<file path="src/rtl/pw_pkg.sv">
package pw_pkg;
  typedef enum logic [1:0] {
    ST_IDLE,
    ST_NORM,
    ST_DIVA,
    ST_DIVB
  } pw_state_t;

  localparam int FIELD_W  = 9;
  localparam int CODE_LSB = 9;
  localparam int STOP_LSB = 11;
endpackage

</file>
<file path="src/rtl/pw_divider.sv">
module pw_divider #(
  parameter int W = 30
) (
  input  logic         clk,
  input  logic         rst,
  input  logic         go_i,
  input  logic [W-1:0] num_i,
  input  logic [W-1:0] den_i,
  output logic         fin_o,
  output logic [W-1:0] quo_o
);
  localparam int CW = $clog2(W + 1);

  logic [W:0]   rem_q;
  logic [W-1:0] acc_q;
  logic [W-1:0] den_q;
  logic [CW-1:0] cnt_q;
  logic          run_q;
  logic [W:0]   trial;

  assign trial = {rem_q[W-1:0], acc_q[W-1]};

  always_ff @(posedge clk) begin
    if (rst) begin
      rem_q <= '0;
      acc_q <= '0;
      den_q <= '0;
      cnt_q <= '0;
      run_q <= 1'b0;
      fin_o <= 1'b0;
    end else begin
      fin_o <= 1'b0;
      if (go_i) begin
        rem_q <= '0;
        acc_q <= num_i;
        den_q <= den_i;
        cnt_q <= CW'(W);
        run_q <= 1'b1;
      end else if (run_q) begin
        if (trial >= {1'b0, den_q}) begin
          rem_q <= trial - {1'b0, den_q};
          acc_q <= {acc_q[W-2:0], 1'b1};
        end else begin
          rem_q <= trial;
          acc_q <= {acc_q[W-2:0], 1'b0};
        end
        cnt_q <= cnt_q - 1'b1;
        if (cnt_q == CW'(1)) begin
          run_q <= 1'b0;
          fin_o <= 1'b1;
        end
      end
    end
  end

  assign quo_o = acc_q;

  AST_REM_BELOW_DEN: assert property (@(posedge clk) disable iff (rst)
    (run_q && cnt_q != CW'(W)) |-> (rem_q < {1'b0, den_q}));
  AST_RUN_COUNT: assert property (@(posedge clk) disable iff (rst)
    run_q |-> (cnt_q != '0));
endmodule

</file>
<file path="src/rtl/pw_pack.sv">
module pw_pack #(
  parameter int DIV_W  = 30,
  parameter int WORD_W = 15,
  parameter int OFFSET = 257
) (
  input  logic             clk,
  input  logic             rst,
  input  logic             load_i,
  input  logic             zero_i,
  input  logic [DIV_W-1:0] cnt_i,
  input  logic [1:0]       code_i,
  output logic             done_o,
  output logic [WORD_W-1:0] word_o,
  output logic [3:0]       div_o
);
  import pw_pkg::*;

  logic [DIV_W-1:0]  field_full;
  logic [WORD_W-1:0] word_n;
  logic [1:0]        code_n;

  assign field_full = cnt_i - DIV_W'(OFFSET);
  assign code_n     = zero_i ? 2'd0 : code_i;

  always_comb begin
    word_n = '0;
    word_n[STOP_LSB +: 2] = 2'b11;
    word_n[CODE_LSB +: 2] = code_n;
    if (!zero_i) word_n[FIELD_W-1:0] = field_full[FIELD_W-1:0];
  end

  always_ff @(posedge clk) begin
    if (rst) begin
      done_o <= 1'b0;
      word_o <= '0;
      div_o  <= '0;
    end else begin
      done_o <= load_i;
      if (load_i) begin
        word_o <= word_n;
        div_o  <= 4'd1 << code_n;
      end
    end
  end

  AST_FIELD_FITS: assert property (@(posedge clk) disable iff (rst)
    (load_i && !zero_i) |-> (field_full[DIV_W-1:FIELD_W] == '0));
  AST_STOP_BITS: assert property (@(posedge clk) disable iff (rst)
    done_o |-> (word_o[WORD_W-1:STOP_LSB] == 4'b0011));
  AST_CODE_MATCH: assert property (@(posedge clk) disable iff (rst)
    done_o |-> (div_o == (4'd1 << word_o[CODE_LSB +: 2])));
  AST_HOLD_OUT: assert property (@(posedge clk) disable iff (rst)
    !done_o |-> ($stable(word_o) && $stable(div_o)));
endmodule

</file>
<file path="src/rtl/pw_encoder.sv">
module pw_encoder #(
  parameter int REQ_W      = 16,
  parameter int WORD_W     = 15,
  parameter int DIV_W      = 30,
  parameter int REQ_MAX    = 15938,
  parameter int REQ_MIN    = 1000,
  parameter int VCO_MIN    = 8000,
  parameter int REF_MUL    = 46,
  parameter int REF_DIV    = 1432,
  parameter int ROUND_SCL  = 1000,
  parameter int OFFSET     = 257
) (
  input  logic              clk,
  input  logic              rst,
  input  logic              start_i,
  input  logic [REQ_W-1:0]  req_i,
  output logic              busy_o,
  output logic              done_o,
  output logic [WORD_W-1:0] word_o,
  output logic [3:0]        div_o
);
  import pw_pkg::*;

  localparam logic [DIV_W-1:0] SCALE_K = DIV_W'(REF_MUL * ROUND_SCL);
  localparam logic [DIV_W-1:0] HALF_K  = DIV_W'(ROUND_SCL / 2);

  pw_state_t        st_q;
  logic [REQ_W-1:0] f_q;
  logic [1:0]       shift_q;
  logic             low_req;
  logic [REQ_W-1:0] clamped;
  logic             div_go;
  logic [DIV_W-1:0] div_num;
  logic [DIV_W-1:0] div_den;
  logic             div_fin;
  logic [DIV_W-1:0] div_quo;
  logic             load;

  assign low_req = req_i < REQ_W'(REQ_MIN);
  assign clamped = (req_i > REQ_W'(REQ_MAX)) ? REQ_W'(REQ_MAX) : req_i;
  assign busy_o  = (st_q != ST_IDLE);

  always_ff @(posedge clk) begin
    if (rst) begin
      st_q    <= ST_IDLE;
      f_q     <= '0;
      shift_q <= '0;
    end else begin
      unique case (st_q)
        ST_IDLE: if (start_i && !low_req) begin
          f_q     <= clamped;
          shift_q <= '0;
          st_q    <= ST_NORM;
        end
        ST_NORM: if (f_q < REQ_W'(VCO_MIN)) begin
          f_q     <= f_q << 1;
          shift_q <= shift_q + 2'd1;
        end else begin
          st_q <= ST_DIVA;
        end
        ST_DIVA: if (div_fin) st_q <= ST_DIVB;
        ST_DIVB: if (div_fin) st_q <= ST_IDLE;
        default: st_q <= ST_IDLE;
      endcase
    end
  end

  always_comb begin
    div_go  = 1'b0;
    div_num = div_quo + HALF_K;
    div_den = DIV_W'(ROUND_SCL);
    if (st_q == ST_NORM) begin
      div_go  = (f_q >= REQ_W'(VCO_MIN));
      div_num = DIV_W'(f_q) * SCALE_K;
      div_den = DIV_W'(REF_DIV);
    end else if (st_q == ST_DIVA) begin
      div_go = div_fin;
    end
  end

  assign load = (st_q == ST_IDLE && start_i && low_req) ||
                (st_q == ST_DIVB && div_fin);

  pw_divider #(.W(DIV_W)) u_div (
    .clk   (clk),
    .rst   (rst),
    .go_i  (div_go),
    .num_i (div_num),
    .den_i (div_den),
    .fin_o (div_fin),
    .quo_o (div_quo)
  );

  pw_pack #(.DIV_W(DIV_W), .WORD_W(WORD_W), .OFFSET(OFFSET)) u_pack (
    .clk    (clk),
    .rst    (rst),
    .load_i (load),
    .zero_i (st_q == ST_IDLE),
    .cnt_i  (div_quo),
    .code_i (shift_q),
    .done_o (done_o),
    .word_o (word_o),
    .div_o  (div_o)
  );

  AST_CLAMPED: assert property (@(posedge clk) disable iff (rst)
    (st_q == ST_NORM && shift_q == 2'd0) |-> (f_q <= REQ_W'(REQ_MAX)));
  AST_VCO_RANGE: assert property (@(posedge clk) disable iff (rst)
    (st_q == ST_DIVA) |-> (f_q >= REQ_W'(VCO_MIN) && f_q < REQ_W'(2 * VCO_MIN)));
  AST_NO_RESTART: assert property (@(posedge clk) disable iff (rst)
    (busy_o && start_i && st_q != ST_DIVB) |=> !done_o);
endmodule

</file>
<file path="config.mk">
export PLATFORM = sky130hd
export DESIGN_NAME = pw_encoder
export DESIGN_NICKNAME = d
export VERILOG_FILES = /design/src/rtl/pw_pkg.sv /design/src/rtl/pw_divider.sv /design/src/rtl/pw_pack.sv /design/src/rtl/pw_encoder.sv
export SDC_FILE = /design/constraint.sdc
export NUM_CORES = 1
export LEC_CHECK = 0
export ABC_AREA = 1
export CORE_AREA = 2 2 163 165
export CTS_CLUSTER_DIAMETER = 30
export CTS_CLUSTER_SIZE = 24
export DETAILED_ROUTE_END_ITERATION = 7
export DIE_AREA = 0 0 165 167
export MAX_ROUTING_LAYER = met4
export PLACE_DENSITY = 0.69
export SLEW_MARGIN = 15
export SYNTH_ARGS = -nofsm -noshare
export SYNTH_HDL_FRONTEND = slang
export SYNTH_SLANG_ARGS = --single-unit
</file>
<file path="constraint.sdc">
create_clock -name clk -period 9.5 [get_ports clk]
set_input_delay 0.95 -clock clk [delete_from_list [all_inputs] [get_ports clk]]
set_output_delay 0.95 -clock clk [all_outputs]
set_load 0.02 [all_outputs]
</file>
==> results of run 1 <==
metrics by stage:
stage	worst slack, ns	utilization
2_1_floorplan	5.140	-
3_3_place_gp	4.594	0.4646
3_5_place_dp	4.592	0.4646
4_1_cts	4.540	0.4770
5_1_grt	4.184	0.4770
6_report	4.474	0.4770
sequential cells by signal, summed over array words and instances (netlist names):
name and count:
u_pack.word_o 12, u_div.run_q 1, u_div.quo_o 30, u_div.fin_o 1, u_pack.div_o 4, shift_q 2, st_q 2, u_div.rem_q 30
f_q 16, u_pack.done_o 1, u_div.den_q 3, u_div.cnt_q 5
placed cells by master (no fill, tap or decap), types with 12 or more instances in the layout:
| cell | synthesis | routed |
|---|---|---|
| ha_1 | 120 | 120 |
| xor2_1 | 28 | 28 |
| clkdlybuf4s50_1 | 0 | 37 |
| nor2_1 | 137 | 137 |
| nand4_1 | 20 | 20 |
| nor3_1 | 16 | 16 |
| o21ai_0 | 73 | 73 |
| dfxtp_1 | 107 | 107 |
| inv_1 | 285 | 285 |
| o21ai_1 | 12 | 12 |
| nand3_1 | 111 | 111 |
| nand3b_1 | 12 | 12 |
| a21oi_1 | 119 | 119 |
| fa_1 | 78 | 78 |
| nand2_1 | 424 | 424 |
worst max-delay path: cells and delay by family, from the launching register on:
kind	cells	cell delay (ns)
adder cells (fa/ha/maj)	6	2.77
flip-flops	1	0.68
AND/OR/NAND/NOR	6	0.50
AO/OA/AOI/OAI	2	0.56
buffers and inverters	6	0.36
layer usage:
layer	vias up	global-route usage
li1	5298	-
met1	4771	0.2703
met2	223	0.3723
met3	64	0.02491
met4	0	0.07826
met5	-	-
worst max-delay path by stage:
stage	end	slack [ns]	cells after the start
after floorplan	u_div.quo_o[24]$_SDFFE_PP0P_	5.14	19
after global placement	u_div.quo_o[24]$_SDFFE_PP0P_	4.59	19
after detailed placement	u_div.quo_o[24]$_SDFFE_PP0P_	4.59	19
after CTS	u_div.quo_o[16]$_SDFFE_PP0P_	4.54	20
after global routing	u_div.quo_o[27]$_SDFFE_PP0P_	4.18	20
final	u_div.quo_o[15]$_SDFFE_PP0P_	4.47	20
layout make-up:
class	instances	area (µm²)	share of cell area
clock inverters	7	93.84	0.007636
flip-flops and latches	107	2142	0.1743
repair buffers	41	400.4	0.03258
multi-input cells	1230	7895	0.6424
clock buffers	9	225.2	0.01833
well taps	335	419.2	0.03411
inverters	296	1114	0.09061
logic make-up after synthesis:
group / synth area share
xor+xnor: 0.02914
fa+ha+maj: 0.2682
other cells: 0.0003283
compound gates: 0.1124
buf+inv: 0.1216
flops: 0.1875
simple gates: 0.2809
==> results by group, run 1 <==
Critical path
  • CP max FO: 12
  • Worst EP required: between 9 and 10 ns
  • R2r startpoint: f_q[6]$_SDFFE_PP0P_
  • Setup CP Type: register to register
  • Max incr delay on CP: around 0.7 ns
  • Worst R2R Path Depth: 20
  • Capturing point of the worst reg2reg path: u_div.quo_o[15]$_SDFFE_PP0P_
  • Critical Path Start: f_q[6]$_SDFFE_PP0P_
  • Crit path launch type: register
  • Worst path arrival time: roughly 5.3 ns
  • Critical-path cell list: fa_1 -> ha_1 -> inv_1 -> fa_1 -> inv_1 -> fa_1 -> inv_1 -> fa_1 -> inv_1 -> ha_1 -> nand2_1 -> inv_1 -> nand2_1 -> nand2_1 -> inv_1 -> nand2_1 -> o21ai_0 -> nand2_1 -> a21oi_1 -> nor2_1
  • Crit. End Element: register
  • CP max-delay cell: dfxtp_1
  • Crit path top cell by count: inv_1
  • Reg2reg setup slack: between 4 and 5 ns

Final layout
  • Non-filler cells, final: 2025
  • Filler cells: 2636
  • Layout cells sized above 1: 0.03787
  • Fin area: roughly 12000 µm²
  • Nets@finish: between 1500 and 2000
  • Syn-to-layout area delta: 7.591%
  • Antenna cells: 0

Placed design
  • Hpwl dp: between 20000 and 25000 µm
  • RD Place Congestion: just under 1
  • Post-DP Area: 11970 µm²
  • Placed Cells: 2009
  • I/O Buffers: 37

Yosys
  • Post-synth EDFFs: 0
  • Post-synth ARST share: 0
  • Synthesized area: 11420 µm²
  • Area leader, netlist: dfxtp_1
  • YS warnings: 0
  • Prevailing post-synth register cell: dfxtp_1
  • Top-area cell type share of the netlist area: 0.1875
  • Area contributors post-synth: dfxtp_1 19%, nand2_1 14%, fa_1 14%
  • #FFs+latches synth: approximately 110
  • Syn_area_per_cell: ~6.8 µm²
  • Syn Inst Count: ~1700
  • Synth top cells by count: 424 x nand2_1, 285 x inv_1, 137 x nor2_1
  • Register area share after synthesis: 0.1875
  • Count leader, synth: nand2_1
  • Yosys cell types: 45

Clocking
  • Num CTS Buffers: 9
  • PostCTS Resize Cnt: 0
  • H-tree depth: 3
  • Clock Sinks: between 100 and 150
  • CTS root buf: clkbuf_16
  • Setup bufs post-CTS: 0
  • Cts hold-fix bufs: 0
  • Clk Latency, worst-skew pair: between 0.3 and 0.4 ns
  • CTS tree: done
  • Clock slew at reported path FFs: 0.09 ns
  • Deepest clock path buffer count: 2

STA
  • Slew Limit Fails: 0
  • Max-slew headroom: 0.4686
  • RSZ-0062 raised after global routing: no
  • Fin crit share: 0.5290
  • Final hold violations: 0
  • Post-layout min period: approximately 5 ns
  • Worst-margin pin slew: between 0.7 and 0.8 ns
  • Final setup vio count: 0
  • Fmax: a little under 0.2 GHz
  • Final TNS setup: 0 ns
  • WHS: around 0.47 ns
  • Final clock skew: 0.01463 ns

Floorplanning
  • Row Count: a little under 60
  • Initial core utilization: 0.4433
  • Die area: ~28000 µm²
  • Die Ht: roughly 170 µm
  • Ports: 40
  • Core region area: approximately 26000 µm²
  • Die width: 165 µm

Routing
  • WL final: just under 30000 µm
  • Max Used Layer: met4
  • Pre-Repair DR Iteration Count: 7
  • DRT met1 WL: approximately 13000 µm
  • WL met3: roughly 1000 µm
  • Vias per cell: between 5 and 6
  • Wire per inst: 14.23 µm
  • DRC Markers: 0
  • Metal2 WL: 14100 µm
  • Vias: 10356
  • Detailed Route Iter0 Violations: 667
  • Detail Route Antenna Nets: 0

GRT
  • Global-route wire length before repair: about 48000 µm
  • Number of global-route vias before repair: roughly 10000
  • Grt ovf: 0
  • Initial antenna violation count: 0
  • GRT Util Overall: 0.2203
  • Largest net degree at the start of global routing: 50

Status
  • Status: complete, no violations

Run
  • Maxcap violations: 0

Hold path
  • Type of the worst min-delay path: register to register
  • Hold endpoint: u_pack.word_o[9]$_SDFFE_PP0P_
  • Worst hold path startpoint: u_pack.word_o[9]$_SDFFE_PP0P_
  • Hold path cells: 2
Power of run 1 is not shown: default switching activity piles up to over one toggle a cycle in this logic, so the estimate is an artifact.
==> inputs of run 2 (changes only) <==
--- a/config.mk
+++ b/config.mk
@@ -12,7 +12,7 @@
 export DETAILED_ROUTE_END_ITERATION = 7
 export DIE_AREA = 0 0 165 167
 export MAX_ROUTING_LAYER = met4
-export PLACE_DENSITY = 0.69
+export PLACE_DENSITY = 0.71
 export SLEW_MARGIN = 15
 export SYNTH_ARGS = -nofsm -noshare
 export SYNTH_HDL_FRONTEND = slang
==> constraint.sdc (replaced) <==
create_clock -name clk -period 4.1 [get_ports clk]
set_input_delay 0.41 -clock clk [delete_from_list [all_inputs] [get_ports clk]]
set_output_delay 0.41 -clock clk [all_outputs]
set_load 0.02 [all_outputs]
==> run 2 against run 1 <==
  * The run now ends with setup timing left
  * First-iteration DRC count down 1.5%
  * Routed wire length up 6.3%
  * Highest routed layer unchanged
  * Final cell count up 4.2%
  * Core utilization up 5.8 points
  * Critical path type unchanged
==> results by group, run 2 (synthesized netlist as in run 1, its figures left out) <==
Placed design
  • RD Place Congestion: 0.9248 (-4.1%)
  • Hpwl dp: 23150 µm (+2.2%)
  • I/O Buffers: 37 (unchanged)
  • Post-DP Area: 12600 µm² (+5.3%)

STA
  • Fin crit share: 1.036 (+0.5071)
  • Slew Limit Fails: 0 (unchanged)
  • RSZ-0062 raised after global routing: yes
  • Final clock skew: 0.009011 ns (-0.005617 ns)
  • Fmax: 0.2354 GHz (+18%)
  • Final hold violations: 0 (unchanged)
  • Final TNS setup: -1.099 ns (-1.099 ns)
  • Post-layout min period: 4.248 ns (-0.7775 ns)
  • Max-slew headroom: 0.5051 (+0.03646)
  • Worst-margin pin slew: 0.7416 ns (-0.05432 ns)
  • Final setup vio count: 14 (+14)
  • Worst setup margin: -0.1481 ns (-4.622 ns)

Run
  • Maxcap violations: 0 (unchanged)

Routing
  • Detailed Route Iter0 Violations: 657 (-1.5%)
  • WL final: 30630 µm (+6.3%)
  • Wire per inst: 14.52 µm (+2.0%)
  • Vias per cell: 5.150 (+0.70%)
  • Vias: 10866 (+4.9%)
  • Detail Route Antenna Nets: 0 (unchanged)
  • Pre-Repair DR Iteration Count: 5 (-2)
  • DRC Markers: 0 (unchanged)

Critical path
  • CP max-delay cell: fa_1
  • Setup CP Type: register to register
  • Crit. End Element: register
  • Crit path launch type: register
  • Max incr delay on CP: 0.53 ns (-0.15 ns)
  • Worst EP required: 4.40 ns (-5.33 ns)
  • Critical-path cell list: buf_4 -> ha_4 -> fa_1 -> fa_1 -> fa_1 -> inv_1 -> fa_1 -> inv_1 -> ha_4 -> nand2_4 -> nor2_2 -> inv_2 -> nor2_1 -> nor2_2 -> nand3b_1 -> nand3_1 -> nand2_1 -> nand2_1 -> a21oi_1
  • Crit path top cell by count: fa_1
  • R2r startpoint: f_q[7]$_SDFFE_PP0P_
  • Critical Path Start: f_q[7]$_SDFFE_PP0P_
  • CP max FO: 7 (-5)
  • Buf/Inv on CP: 4 (-2)
  • Crit path max-delay family: adder cells
  • Worst path arrival time: 4.55 ns (-0.71 ns)

Clocking
  • Cts hold-fix bufs: 0 (unchanged)
  • Deepest clock path buffer count: 2 (unchanged)
  • Clock slew at reported path FFs: 0.08 ns (about the same)
  • Clk Latency, worst-skew pair: 0.37 ns (about the same)
  • H-tree depth: 3 (unchanged)
  • CTS root buf: clkbuf_16
  • Clock Sinks: 107 (unchanged)
  • Num CTS Buffers: 9 (unchanged)
  • CTS tree: done

Floorplanning
  • Initial core utilization: 0.4433 (unchanged)
  • Core region area: 25760 µm² (unchanged)
  • Die area: 27560 µm² (unchanged)
  • Ports: 40 (unchanged)
  • Die width: 165 µm (unchanged)
  • Die Ht: 167 µm (unchanged)
  • Row Count: 59 (unchanged)

GRT
  • Initial antenna violation count: 0 (unchanged)
  • Largest net degree at the start of global routing: 50 (unchanged)
  • Grt ovf: 0 (unchanged)
  • Number of global-route vias before repair: 10802 (+7.6%)
  • GRT Util Overall: 0.2330 (+0.01267)
  • Global-route wire length before repair: 51020 µm (+6.4%)

Hold path
  • Worst hold path startpoint: u_pack.word_o[9]$_SDFFE_PP0P_
  • Type of the worst min-delay path: register to register

Final layout
  • Commonest non-fill, non-tap cell in the layout: nand2_1
  • Syn-to-layout area delta: 20.73%
  • Fin area: 13790 µm² (+12%)
  • Nets@finish: 1987 (+4.5%)
  • Most frequent cells in the layout: 372 x nand2_1, 246 x inv_1, 120 x nor2_1, 107 x a21oi_1
  • Multi-input combinational cell area: 8666 µm² (+9.8%)
  • Finished Core Util: 0.5352 (+0.05823)
  • Layout cells sized above 1: 0.1854 (+0.1475)
  • FF+latch area: 2188 µm² (+2.2%)
  • Antenna cells: 0 (unchanged)
  • Filler cells: 2381 (-9.7%)

Status
  • Violated checks: setup timing
  • Status: complete, but fails checks
==> run 2: cell count changes in the layout (fill, tap and decap cells not counted), sizes merged <==
| cell | change |
|---|---|
| buf | +85 |
| clkinv | -2 |
| clkbuf | +1 |
| clkinvlp | +1 |
==> run 2: worst paths after layout <==
check | end | slack [ns] | cells past startpoint
max | u_div.quo_o[24]$_SDFFE_PP0P_ | -0.15 | 19
min reg2reg | u_pack.word_o[9]$_SDFFE_PP0P_ | 0.48 | 2
min | u_pack.word_o[9]$_SDFFE_PP0P_ | 0.48 | 2
max reg2reg | u_div.quo_o[24]$_SDFFE_PP0P_ | -0.15 | 19
==> run 2: final cells by class <==
cell class / instances / area share
Clock buffer: 10 / 0.01660
Sequential cell: 107 / 0.1587
Multi-Input combinational cell: 1230 / 0.6284
Tap cell: 335 / 0.03040
Inverter: 296 / 0.08112
Clock inverter: 6 / 0.004628
Timing Repair Buffer: 126 / 0.08012
==> run 2: stage by stage <==
stage | hold slack [ns] | instances | setup slack [ns]
6_report | 0.4750 | 2110 | -0.1481
5_1_grt | 0.5069 | 2110 | -0.3429
3_3_place_gp | 0.4529 | 2082 | -0.4731
2_1_floorplan | 0.4401 | 1682 | 0.01484
4_1_cts | 0.4774 | 2104 | -0.08824
3_5_place_dp | 0.4674 | 2082 | -0.4798
==> run 2: worst min-delay path, cell delays in order (launching register included) <==
cell,delay (ns)
dfxtp_1,0.32
nand2_1,0.06
a21oi_1,0.05
==> run 2: what timing repair did <==
item,in CTS,in global routing
buffers inserted,6,6
setup endpoints to repair,19,19
resized for setup,140,76
pin swaps,99,49
==> run 2: layer usage <==
metal | wire length [µm] | global-route usage
met2 | 15260 | 0.4014
met1 | 13030 | 0.2771
met5 | 0 | -
met3 | 1129 | 0.02491
met4 | 1218 | 0.08960
Power of run 2 is left out for the same reason.
